**config.mk**
```make
export PLATFORM = sky130hd
export DESIGN_NAME = coh_dir_entry
export DESIGN_NICKNAME = d
export VERILOG_FILES = /design/src/rtl/coh_dir_pkg.sv /design/src/rtl/coh_dir_match.sv /design/src/rtl/coh_dir_pick.sv /design/src/rtl/coh_dir_entry.sv
export SDC_FILE = /design/constraint.sdc
export NUM_CORES = 1
export LEC_CHECK = 0
export ABC_AREA = 1
export BUFFER_PORTS_ARGS = -buffer_cell sky130_fd_sc_hd__buf_2
export CELL_PAD_IN_SITES_DETAIL_PLACEMENT = 1
export CELL_PAD_IN_SITES_GLOBAL_PLACEMENT = 1
export CORE_ASPECT_RATIO = 0.8
export CORE_UTILIZATION = 40
export CTS_CLUSTER_SIZE = 12
export DETAILED_ROUTE_END_ITERATION = 10
export GPL_ROUTABILITY_DRIVEN = 0
export GPL_TIMING_DRIVEN = 0
export HOLD_SLACK_MARGIN = 0.05
export PLACE_DENSITY = 0.83
export SETUP_SLACK_MARGIN = 0.2
export SLEW_MARGIN = 30
export SYNTH_ARGS = -nofsm -noshare
export SYNTH_HDL_FRONTEND = slang
export SYNTH_SLANG_ARGS = --single-unit
```
**constraint.sdc**
```tcl
create_clock -name clk -period 2.7 [get_ports clk]
set_input_delay 0.54 -clock clk [delete_from_list [all_inputs] [get_ports clk]]
set_output_delay 0.54 -clock clk [all_outputs]
set_load 0.02 [all_outputs]
```
**src/rtl/coh_dir_pkg.sv**
```systemverilog
`timescale 1ns/1ps
package coh_dir_pkg;
    typedef enum logic [1:0] {
        OP_REG   = 2'b00,
        OP_CLEAN = 2'b01,
        OP_WRITE = 2'b10,
        OP_EVICT = 2'b11
    } op_e;

    typedef enum logic [1:0] {
        ACT_NONE = 2'b00,
        ACT_MUPD = 2'b01,
        ACT_MINV = 2'b10,
        ACT_BINV = 2'b11
    } act_e;

    typedef enum logic [1:0] {
        ST_EMPTY = 2'b00,
        ST_LIST  = 2'b01,
        ST_COUNT = 2'b10
    } mode_e;
endpackage

```
**src/rtl/coh_dir_match.sv**
```systemverilog
`timescale 1ns/1ps
// Per-slot comparison of a (source, type) key against the occupied slots.
module coh_dir_match #(
    parameter int NSLOT = 4,
    parameter int SRC_W = 4
) (
    input  logic [NSLOT-1:0]            slot_vld,
    input  logic [NSLOT-1:0][SRC_W-1:0] slot_src,
    input  logic [NSLOT-1:0]            slot_ins,
    input  logic [SRC_W-1:0]            key_src,
    input  logic                        key_ins,
    output logic [NSLOT-1:0]            hit
);
    for (genvar g = 0; g < NSLOT; g++) begin : g_cmp
        assign hit[g] = slot_vld[g] && (slot_src[g] == key_src) && (slot_ins[g] == key_ins);
    end
endmodule

```
**src/rtl/coh_dir_pick.sv**
```systemverilog
`timescale 1ns/1ps
// Lowest-index one-hot selection among requesting bits.
module coh_dir_pick #(
    parameter int N = 4
) (
    input  logic [N-1:0] req,
    output logic [N-1:0] grant
);
    always_comb begin
        grant = '0;
        for (int i = 0; i < N; i++) begin
            if (req[i] && grant == '0) grant[i] = 1'b1;
        end
    end
endmodule

```
**src/rtl/coh_dir_entry.sv**
```systemverilog
`timescale 1ns/1ps
module coh_dir_entry
    import coh_dir_pkg::*;
#(
    parameter int THRESH = 4,
    parameter int SRC_W  = 4,
    parameter int CNT_W  = $clog2(2 * (1 << SRC_W) + 1)
) (
    input  logic                    clk,
    input  logic                    rst_n,
    input  logic                    ev_valid,
    input  logic [1:0]              ev_op,
    input  logic [SRC_W-1:0]        ev_src,
    input  logic                    ev_instr,
    output logic                    act_valid,
    output logic [1:0]              act_kind,
    output logic [THRESH-1:0]       act_mask,
    output logic [THRESH*SRC_W-1:0] act_src,
    output logic [THRESH-1:0]       act_instr,
    output logic [CNT_W-1:0]        act_count,
    output logic [1:0]              mode,
    output logic [CNT_W-1:0]        copies,
    output logic                    cleanup_err
);
    localparam logic [CNT_W-1:0] CNT_ONE  = CNT_W'(1);
    localparam logic [CNT_W-1:0] CNT_MAX  = '1;
    localparam logic [CNT_W-1:0] LIST_CAP = CNT_W'(THRESH);
    localparam logic [CNT_W-1:0] OVF_CNT  = CNT_W'(THRESH + 1);

    // Entry state
    mode_e                         st_q, st_d;
    logic [THRESH-1:0]             vld_q, vld_d;
    logic [THRESH-1:0][SRC_W-1:0]  src_q, src_d;
    logic [THRESH-1:0]             ins_q, ins_d;
    logic [CNT_W-1:0]              cnt_q, cnt_d;
    logic                          err_q, err_d;

    // Action next values
    act_e                          kind_d;
    logic [THRESH-1:0]             mask_d;
    logic [CNT_W-1:0]              acnt_d;
    logic [THRESH-1:0][SRC_W-1:0]  asrc_d, asrc_q;
    logic [THRESH-1:0]             ains_d;

    op_e               op;
    logic [THRESH-1:0] hit;
    logic [THRESH-1:0] free_slot;
    logic              key_ins;

    assign op      = op_e'(ev_op);
    // A write is matched against the writer's data copy only.
    assign key_ins = (op == OP_WRITE) ? 1'b0 : ev_instr;

    coh_dir_match #(.NSLOT(THRESH), .SRC_W(SRC_W)) u_match (
        .slot_vld (vld_q),
        .slot_src (src_q),
        .slot_ins (ins_q),
        .key_src  (ev_src),
        .key_ins  (key_ins),
        .hit      (hit)
    );

    coh_dir_pick #(.N(THRESH)) u_pick (
        .req   (~vld_q),
        .grant (free_slot)
    );

    function automatic logic [CNT_W-1:0] popcnt(input logic [THRESH-1:0] v);
        logic [CNT_W-1:0] s;
        s = '0;
        for (int i = 0; i < THRESH; i++) s = s + CNT_W'(v[i]);
        return s;
    endfunction

    // Next-state and action decision
    always_comb begin
        st_d   = st_q;
        vld_d  = vld_q;
        src_d  = src_q;
        ins_d  = ins_q;
        cnt_d  = cnt_q;
        err_d  = err_q;
        kind_d = ACT_NONE;
        mask_d = '0;
        acnt_d = '0;
        if (ev_valid) begin
            unique case (op)
                OP_REG: begin
                    if (st_q == ST_COUNT) begin
                        if (cnt_q != CNT_MAX) cnt_d = cnt_q + CNT_ONE;
                    end else if (hit == '0) begin
                        if (cnt_q < LIST_CAP) begin          // first_reg / stay in LIST
                            vld_d = vld_q | free_slot;
                            for (int i = 0; i < THRESH; i++) begin
                                if (free_slot[i]) begin
                                    src_d[i] = ev_src;
                                    ins_d[i] = ev_instr;
                                end
                            end
                            cnt_d = cnt_q + CNT_ONE;
                            st_d  = ST_LIST;
                        end else begin                       // overflow
                            vld_d = '0;
                            cnt_d = OVF_CNT;
                            st_d  = ST_COUNT;
                        end
                    end
                end
                OP_CLEAN: begin
                    if (st_q == ST_COUNT) begin
                        cnt_d = cnt_q - CNT_ONE;
                        if (cnt_q == CNT_ONE) st_d = ST_EMPTY;   // drain
                    end else if (hit != '0) begin
                        vld_d = vld_q & ~hit;
                        cnt_d = cnt_q - CNT_ONE;
                        if (cnt_q == CNT_ONE) st_d = ST_EMPTY;   // drain
                    end else begin
                        err_d = 1'b1;
                    end
                end
                OP_WRITE, OP_EVICT: begin
                    if (st_q == ST_COUNT) begin                  // flush via broadcast
                        kind_d = ACT_BINV;
                        acnt_d = cnt_q;
                        cnt_d  = '0;
                        st_d   = ST_EMPTY;
                    end else if (op == OP_WRITE) begin
                        mask_d = vld_q & ~hit;
                        kind_d = (mask_d != '0) ? ACT_MUPD : ACT_NONE;
                        acnt_d = popcnt(mask_d);
                    end else begin                               // flush via multicast
                        mask_d = vld_q;
                        kind_d = (vld_q != '0) ? ACT_MINV : ACT_NONE;
                        acnt_d = cnt_q;
                        vld_d  = '0;
                        cnt_d  = '0;
                        st_d   = ST_EMPTY;
                    end
                end
            endcase
        end
        for (int i = 0; i < THRESH; i++) begin
            asrc_d[i] = mask_d[i] ? src_q[i] : '0;
            ains_d[i] = mask_d[i] & ins_q[i];
        end
    end

    // State register
    always_ff @(posedge clk) begin
        if (!rst_n) begin
            st_q  <= ST_EMPTY;
            vld_q <= '0;
            src_q <= '0;
            ins_q <= '0;
            cnt_q <= '0;
            err_q <= 1'b0;
        end else begin
            st_q  <= st_d;
            vld_q <= vld_d;
            src_q <= src_d;
            ins_q <= ins_d;
            cnt_q <= cnt_d;
            err_q <= err_d;
        end
    end

    // Output register
    always_ff @(posedge clk) begin
        if (!rst_n) begin
            act_valid <= 1'b0;
            act_kind  <= ACT_NONE;
            act_mask  <= '0;
            asrc_q    <= '0;
            act_instr <= '0;
            act_count <= '0;
        end else begin
            act_valid <= ev_valid;
            act_kind  <= kind_d;
            act_mask  <= mask_d;
            asrc_q    <= asrc_d;
            act_instr <= ains_d;
            act_count <= acnt_d;
        end
    end

    assign act_src     = asrc_q;
    assign mode        = st_q;
    assign copies      = cnt_q;
    assign cleanup_err = err_q;

    // empty state carries no copies
    p_empty_clear_r1: assert property (@(posedge clk) disable iff (!rst_n)
        st_q == ST_EMPTY |-> (cnt_q == '0 && vld_q == '0));
    // list count matches occupied slots and stays within capacity
    p_list_bound_r2: assert property (@(posedge clk) disable iff (!rst_n)
        st_q == ST_LIST |-> ($countones(vld_q) == int'(cnt_q) && cnt_q <= LIST_CAP && cnt_q != '0));
    // count mode holds no slot contents
    p_count_noslot_r4: assert property (@(posedge clk) disable iff (!rst_n)
        st_q == ST_COUNT |-> (vld_q == '0 && cnt_q != '0));
    // write or eviction in count mode leads to a broadcast
    p_bcast_r7: assert property (@(posedge clk) disable iff (!rst_n)
        (ev_valid && ev_op[1] && st_q == ST_COUNT) |=> (act_kind == ACT_BINV && st_q == ST_EMPTY));
    // multicast targets only slots that were occupied
    p_mask_subset_r5: assert property (@(posedge clk) disable iff (!rst_n)
        act_valid |-> ((act_mask & ~$past(vld_q)) == '0));
    // the error flag never clears outside reset
    p_err_sticky_r10: assert property (@(posedge clk) disable iff (!rst_n)
        err_q |=> err_q);
    // one action per event, in the next cycle
    p_act_follow_r11: assert property (@(posedge clk) disable iff (!rst_n)
        ev_valid |=> act_valid);
    p_act_idle_r11: assert property (@(posedge clk) disable iff (!rst_n)
        !ev_valid |=> !act_valid);
endmodule

```
==> flow_summary.toml, run 1 <==
[logic_synthesis]
synthDominantCellAreaShare = 0.427
synth_cells = 431
yosysUniqueCellTypes = 28
yosysSeqAreaShare = 0.427
synth-seq-cells = 66
synth_top_family_by_area = "simple AND/OR/NAND/NOR gates"
synth_common_cells = "nor2_1 (78), nand2_1 (68), dfxtp_1 (66)"
synthArstFlopShare = 0
synth_xor_area_frac = 0.0226
synth_top_area_cell = "dfxtp_1"
synthTopCellsByArea = "dfxtp_1 (43%), nor2_1 (9.5%), nand2_1 (8.2%)"
synth_warnings = 0
avgSynthCellArea_um2 = 7.18
synth_area_mm2 = 0.00309
synth_compound_area_frac = 0.125
ys.flop_type = "dfxtp_1"
synthesis.nets = 448
synth-simple-area-share = 0.304
muxShareOfSynthArea = 0
synth_fa_ha_area_frac = 0.0307
synth.most_common_cell = "nor2_1"
synth_edf_count = 0

[global_routing]
grt_max_degree = 12
grt_pass1_wl_um = 14300
grt_usage = 0.238
grt_pass1_vias = 2839
overflow = 0
antenna_found_initial = 0

[layout]
register_area_mm2 = 0.00132
multi_input_area_mm2 = 0.00151
num_antenna_cells = 0
nNetsFinal = 509
final_core_utilization = 0.503
drive_gt1_frac = 0.211
fill_cells = 995
areaGrowthSynthToFinish_pct = 20.7

[run_status]
run_status = "complete, no violations"

[flow_run]
drv_cap = 0

[floorplanning]
die_height_um = 80.7
rows = 28
boundaryPins = 52
coreArea_mm2 = 0.00743
start_util = 0.417
dieArea_mm2 = 0.00809
fp.dieW_um = 100

[sta]
final.setup_skew_ns = 0.00828
fmax_mhz = 414
finalHoldViolations = 0
rsz0062_at_grt = "false"
slew_viol_final = 0
period_minus_slack_ns = 2.41
finalCritPeriodShare = 0.894
maxSlewHeadroom = 0.592
worst_pin_slew_ns = 0.610
report.final.setup_viol = 0

[cts]
clk_latency_ns = 0.35
cts_max_path_buffers = 2
h-tree-depth = 3
root_buffer = "clkbuf_8"
cts.sinks = 66
cts_tree = "yes"
clk_pin_slew_ns = 0.07
cts-buffers-inserted = 9

[critical_path]
arrival_ns = 2.65
critPathBufInv = 2
worstSetupEndpointType = "flip-flop"
cp_slowest_cell = "fa_1"
cp_top_family = "adder cells"
path_max_fanout = 8
worst_ep_required_time_ns = 2.93
critPathMaxStageDelay_ns = 0.46
setup.worst_path.class = "input pin to flip-flop"
start_kind = "input pin"
path_cells = "buf_2 > inv_2 > nand2_2 > nand2_2 > nand2_1 > nand3_1 > nor2_4 > nor2_2 > fa_1 > ha_1 > ha_1 > o21ai_0 > a21oi_1"

[routing]
drt_pass1_iterations = 4
drt_iter0_drc = 203
vias = 2983
routed_wirelength_um = 9010
wire_per_inst_um = 15.0
vias_per_cell = 4.96
ant_nets = 0
drc = 0

[placement]
io_buffers = 47
post-dp-hpwl_um = 6580

[power_and_ir_drop]
cellPowerDensity_mw_per_mm2 = 648
power_leakage_nw = 1.69
vdd_drop_max_v = 0.000463
p_total_mw = 2.42

[worst_hold_path]
worstHoldPathType = "flip-flop to flip-flop"
power by group:
group	total (mW)	internal, mW	leakage (nW)	switching, mW
Combinational	0.386	0.120	1.04	0.265
Clock	0.996	0.612	0.114	0.384
Sequential	1.04	1.01	0.536	0.0317
Total	2.42	1.74	1.69	0.681
path summary, 6_finish.rpt:
check	slack [ns]	endpoint	depth (start not counted)	start
max	0.29	act_count[1]	13	ev_op[0]
min reg2reg	0.47	act_src[2]	2	src_q[2]
min	0.47	act_src[2]	2	src_q[2]
max reg2reg	0.36	act_count[1]	10	vld_q[0]
metrics by stage:
stage	hold slack (ns)	cell area (um^2)	std cells	setup WS (ns)	TNS, ns
floorplan	0.443	3090	431	0.251	0
global placement	0.456	3460	583	-0.0822	-0.0822
detailed placement	0.463	3460	583	-0.139	-0.139
CTS	0.474	3700	599	0.210	0
global route	0.489	3730	602	0.206	0
finish	0.472	3730	602	0.287	0
repair_timing:
item / in CTS / in global routing
hold buffers: 0 / 0
resized for setup: 2 / 5
setup buffers: 0 / 3
pin swaps: 0 / 2
setup endpoints to repair: 1 / 1
registers in the layout (all words and copies together) (netlist names):
signal / flops
ins_q: 4
act_kind: 2
cleanup_err: 1
vld_q: 4
act_mask: 4
mode: 2
act_count: 6
src_q: 16
act_src: 16
act_instr: 4
copies: 6
act_valid: 1
cell families (layout without fill, tap and decap cells):
kind of cell / count (synthesis) / after routing
simple gates: 204 / 204
compound gates: 74 / 74
buf+inv: 72 / 138
flops: 66 / 66
xor+xnor: 8 / 8
fa+ha+maj: 7 / 7
tightest hold or removal path, cell delays in order (launching register included):
cell and delay (ns):
dfxtp_1 0.32, inv_1 0.07, nor2_1 0.04
routing by layer:
metal | up-vias | share of wire | global-route usage
li1 | 1482 | - | -
met1 | 1420 | 0.49 | 0.332
met2 | 73 | 0.45 | 0.367
met3 | 8 | 0.054 | 0.0601
met4 | 0 | 0.0081 | 0.0551
met5 | - | 0 | 0
layout by cell type, fill, tap and decap left out, types with 6 or more instances in the layout:
cell and n:
nor2_2 6, nand2_1 68, buf_2 51, ha_1 6, inv_1 59, nand3_1 21, o21ai_0 23, clkbuf_8 9
xnor2_1 8, nand2_2 6, nor2_4 8, a21oi_1 38, o21ai_1 8, dfxtp_1 64, nor2_1 76
cell type report:
type,instances,share of cell area
multi-input combinational,293,0.404
clock inverter,5,0.0275
tap,105,0.0352
sequential,66,0.354
buffer,8,0.0104
inverter,64,0.0643
clock buffer,11,0.0352
timing repair buffer,50,0.0690
Power figures use the tool's default switching activity.
==> inputs of run 2 (changes only) <==
==> constraint.sdc (replaced) <==
create_clock -name clk -period 2.7 [get_ports clk]
set_input_delay 0.27 -clock clk [delete_from_list [all_inputs] [get_ports clk]]
set_output_delay 0.27 -clock clk [all_outputs]
set_load 0.02 [all_outputs]
==> run 2 against run 1 <==
Sequential share of layout area rose by 0.097 points. Via count fell by 0.57%. Clock power about the same. Wire length shrank 0.48%. Non-clock buffer count fell by 1. Setup slack improved by 0.034 ns. First-iteration DRC count up 6.4%. Sequential power is essentially flat. Critical path depth decreased by 3. Cell count fell by 0.17%. Clock skew about the same. Largest cell class unchanged. Largest power group unchanged.
==> flow_summary.toml, run 2 (synthesized netlist as in run 1, its figures left out) <==
[run_status]
run_status = "complete, no violations"

[sta]
worst_pin_slew_ns = 0.582
period_minus_slack_ns = 2.38
holdWs_ns = 0.243
final.setup_skew_ns = 0.00784
postLayoutSetupSlackWorst_ns = 0.322
finalCritPeriodShare = 0.881
slew_viol_final = 0
fmax_mhz = 420
maxSlewHeadroom = 0.610
report.final.setup_viol = 0
finalHoldViolations = 0
rsz0062_at_grt = "false"
tns_ns = 0

[routing]
routed_wirelength_um = 8960
drt_iter0_drc = 216
drt_pass1_iterations = 4
wire_per_inst_um = 14.9
vias = 2966
drc = 0
ant_nets = 0
vias_per_cell = 4.94

[floorplanning]
boundaryPins = 52
dieArea_mm2 = 0.00809
fp.dieW_um = 100
rows = 28
die_height_um = 80.7
start_util = 0.417
coreArea_mm2 = 0.00743

[critical_path]
arrival_ns = 2.61
critPathMaxStageDelay_ns = 0.47
start_kind = "flip-flop"
worstSetupEndpointType = "flip-flop"
critPathBufInv = 1
path_cells = "inv_2 > a21oi_1 > nand3_1 > nor2_4 > nor2_1 > fa_1 > ha_1 > ha_1 > o21ai_0 > a21oi_1"
cp_top_family = "adder cells"
path_max_fanout = 5
setup.worst_path.class = "flip-flop to flip-flop"
worst_ep_required_time_ns = 2.93
cp_slowest_cell = "fa_1"

[worst_hold_path]
worstHoldPathType = "input pin to flip-flop"

[cts]
cts_tree = "yes"
h-tree-depth = 3
root_buffer = "clkbuf_8"
cts_max_path_buffers = 2
cts-buffers-inserted = 9
clk_latency_ns = 0.35
cts.sinks = 66
clk_pin_slew_ns = 0.07

[global_routing]
grt_use_met1 = 0.332
grtUsageMet3 = 0.0601
grt-busiest-layer = "met2"
antenna_found_initial = 0
use_met2 = 0.367
grt_pass1_wl_um = 14300
grt_pass1_vias = 2835
grt_max_degree = 12
overflow = 0
grt_usage = 0.238

[layout]
num_antenna_cells = 0
drive_gt1_frac = 0.204
nNetsFinal = 508
areaGrowthSynthToFinish_pct = 20.3
final_cell_mix = "nor2_1 (78), nand2_1 (68), dfxtp_1 (65)"
final_cells = 601
layout_commonest_cell = "nor2_1"
fill_cells = 996

[power_and_ir_drop]
p_clk_frac = 0.412
power_leakage_nw = 1.68
p_total_mw = 2.41
comb_power_share = 0.159
switchingPower_mw = 0.677
power.share.switching = 0.281
cellPowerDensity_mw_per_mm2 = 649
pwr-share-seq = 0.429
vdd_drop_max_v = 0.000463
intPower_mw = 1.74

[placement]
placedCellCount = 583
io_buffers = 47
preCtsSetupSlack_ns = 0.131
post-dp-hpwl_um = 6580

[flow_run]
drv_cap = 0
run 2: tightest hold or removal path, stage by stage:
cell	delay, ns
buf_2	0.15
o21ai_1	0.08
a21oi_1	0.04
run 2: stage by stage:
stage / instance area, um^2 / utilization
after floorplan: 3090 / -
after global placement: 3460 / 0.466
after detailed placement: 3460 / 0.466
after CTS: 3700 / 0.498
after global routing: 3720 / 0.501
final: 3720 / 0.501
run 2: power by group through the flow:
stage	clock (mW)	sequential, mW	combinational [mW]
2_1_floorplan	0	1.07	0.243
3_3_place_gp	0	1.06	0.355
3_5_place_dp	0	1.06	0.372
4_1_cts	1.01	1.04	0.381
5_1_grt	1.07	1.04	0.426
6_report	0.994	1.04	0.383
run 2: timing repair:
| item | in CTS | in global routing |
|---|---|---|
| setup buffers | 0 | 2 |
| hold buffers | 0 | 0 |
| resized for setup | 1 | 3 |
| pin swaps | 0 | 1 |
| endpoints found under the setup margin | 1 | 1 |
run 2: final cells by class:
class,instances,area [um^2],area share
well taps,105,131,0.0353
flip-flops and latches,66,1320,0.355
clock buffers,11,131,0.0353
plain buffers,8,38.8,0.0104
multi-input cells,293,1500,0.404
repair buffers,49,250,0.0672
inverters,64,240,0.0646
clock inverters,5,103,0.0276
run 2: path summary, 6_finish.rpt:
| kind | from | to | slack, ns | depth (start not counted) |
|---|---|---|---|---|
| hold / removal | rst_n | src_q[12] | 0.24 | 3 |
| setup / recovery | vld_q[0] | act_count[1] | 0.32 | 10 |
| setup reg to reg | vld_q[0] | act_count[1] | 0.32 | 10 |
| hold reg to reg | src_q[2] | act_src[2] | 0.47 | 2 |
run 2: per-layer routing:
layer / wire [um] / vias to the layer above
met5: 0 / -
met3: 485 / 10
li1: - / 1482
met4: 91 / 0
met2: 4000 / 76
met1: 4380 / 1398
==> inputs of run 3 (changes only) <==
Settings changed: ABC_CLOCK_PERIOD_IN_PS set to 2600, CAP_MARGIN set to 5.
Clock period 2.7 ns to 2.6 ns, I/O delays scaled along.
==> run 3 against run 2 <==
Non-clock buffer count rose by 3. First-iteration DRC count rose by 14%. Via count rose by 1.5%. Largest cell class unchanged. Largest power group unchanged.
==> flow_summary.toml, run 3 (synthesized netlist as in run 1, its figures left out) <==
[routing]
ant_nets = 0
wire_per_inst_um = 15.3
drt_pass1_iterations = 4
routed_wirelength_um = 9250
drt_iter0_drc = 246
vias_per_cell = 4.99
vias = 3011
drc = 0

[layout]
num_antenna_cells = 0
register_area_mm2 = 0.00133
areaGrowthSynthToFinish_pct = 21.7
final_cell_mix = "nor2_1 (75), nand2_1 (68), dfxtp_1 (62)"
layout_commonest_cell = "nor2_1"
nNetsFinal = 511
multi_input_area_mm2 = 0.00152
fill_cells = 995
drive_gt1_frac = 0.224

[flow_run]
drv_cap = 0

[global_routing]
antenna_found_initial = 0
grt_pass1_wl_um = 14300
grt_usage = 0.238
grt_max_degree = 12
overflow = 0
grt_pass1_vias = 2835

[critical_path]
path_max_fanout = 6
path_common_cell = "ha_1"
rr_endpoint = "act_count[1]"
cp_top_family = "adder cells"
cp.depth = 10
crit_end = "act_count[1]"
path_cells = "nand2_1 > nor2_2 > nand3_2 > nor2_4 > nor2_1 > fa_1 > ha_1 > ha_1 > o21ai_0 > a21oi_1"
setup.worst_path.class = "flip-flop to flip-flop"
start_kind = "flip-flop"
worstSetupEndpointType = "flip-flop"
arrival_ns = 2.52
critPathBufInv = 0
r2r_slack_ns = 0.32
startpoint = "vld_q[3]"
critPathMaxStageDelay_ns = 0.44
ff2ff_path_depth = 10
worst_ep_required_time_ns = 2.83
cp_slowest_cell = "fa_1"
r2r_start = "vld_q[3]"

[floorplanning]
coreArea_mm2 = 0.00743
rows = 28
start_util = 0.417
die_height_um = 80.7
boundaryPins = 52
fp.dieW_um = 100
dieArea_mm2 = 0.00809

[sta]
finalCritPeriodShare = 0.878
worst_pin_slew_ns = 0.622
period_minus_slack_ns = 2.28
maxSlewHeadroom = 0.584
postLayoutSetupSlackWorst_ns = 0.318
tns_ns = 0
slew_viol_final = 0
report.final.setup_viol = 0
final.setup_skew_ns = 0.00966
fmax_mhz = 438
rsz0062_at_grt = "false"
finalHoldViolations = 0

[cts]
h-tree-depth = 3
cts_max_path_buffers = 2
root_buffer = "clkbuf_8"
cts_tree = "yes"
cts-buffers-inserted = 9
clk_pin_slew_ns = 0.07
cts.sinks = 66
clk_latency_ns = 0.36

[placement]
preCtsSetupSlack_ns = 0.0411
post-dp-hpwl_um = 6580
io_buffers = 47

[worst_hold_path]
worstHoldPathType = "input pin to flip-flop"

[power_and_ir_drop]
p_total_mw = 2.53
power.share.switching = 0.285
pwr-share-seq = 0.427
p_clk_frac = 0.411
comb_power_share = 0.162
switchingPower_mw = 0.720
intPower_mw = 1.81
cellPowerDensity_mw_per_mm2 = 671
power_leakage_nw = 1.70
vdd_drop_max_v = 0.000481

[run_status]
run_status = "complete, no violations"
-- run 3: changes by cell type in the layout (fill, tap and decap cells not counted), sizes merged --
cell / previous run / this run
buf: 54 / 57
-- run 3: worst reg2reg max path, cell delays in order (launching register included) --
cell and delay, ns:
dfxtp_2 0.43, nand2_1 0.09, nor2_2 0.13, nand3_2 0.09
nor2_4 0.18, nor2_1 0.09, fa_1 0.44, ha_1 0.21
ha_1 0.28, o21ai_0 0.16, a21oi_1 0.07
-- run 3: power by group through the flow --
stage	logic, mW	registers (mW)	clock network [mW]
2_1_floorplan	0.253	1.12	0
3_5_place_dp	0.387	1.10	0
5_1_grt	0.450	1.08	1.11
3_3_place_gp	0.368	1.10	0
6_report	0.410	1.08	1.04
4_1_cts	0.396	1.08	1.05
-- run 3: worst min-delay path by stage --
stage	cells after the start	start	endpoint
global placement	2	src_q[1]	act_src[1]
global route	3	ev_valid	act_valid
floorplan	2	ev_valid	act_valid
CTS	3	rst_n	src_q[12]
finish	3	rst_n	src_q[12]
detailed placement	2	src_q[2]	act_src[2]
-- run 3: area by class of cell --
class                           count  area share
Buffer                              8      0.0103
Clock buffer                       11      0.0349
Clock inverter                      5      0.0273
Inverter                           64      0.0638
Multi-Input combinational cell    293       0.404
Sequential cell                    66       0.352
Tap cell                          105      0.0349
Timing Repair Buffer               52      0.0724
-- run 3: timing repair --
action | 4_1_cts | 5_1_grt
hold endpoints to repair | 0 | 0
hold buffers | 0 | 0
gates resized for setup | 5 | 7
setup buffers | 0 | 5
pin swaps | 0 | 3
endpoints found under the setup margin | 1 | 1
-- run 3: through the flow --
step,hold WS (ns),instance area (um^2),util,cells
after floorplan,0.371,3090,-,431
after global placement,0.456,3460,0.466,583
after detailed placement,0.463,3460,0.466,583
after CTS,0.230,3710,0.499,599
after global routing,0.249,3760,0.507,604
final,0.230,3760,0.507,604
-- run 3: metal layers --
metal	vias to the layer above	global-route usage	routed length [um]
met5	-	0	0
met4	0	0.0551	83
met3	11	0.0601	380
met2	73	0.367	4170
met1	1439	0.332	4610
li1	1488	-	-
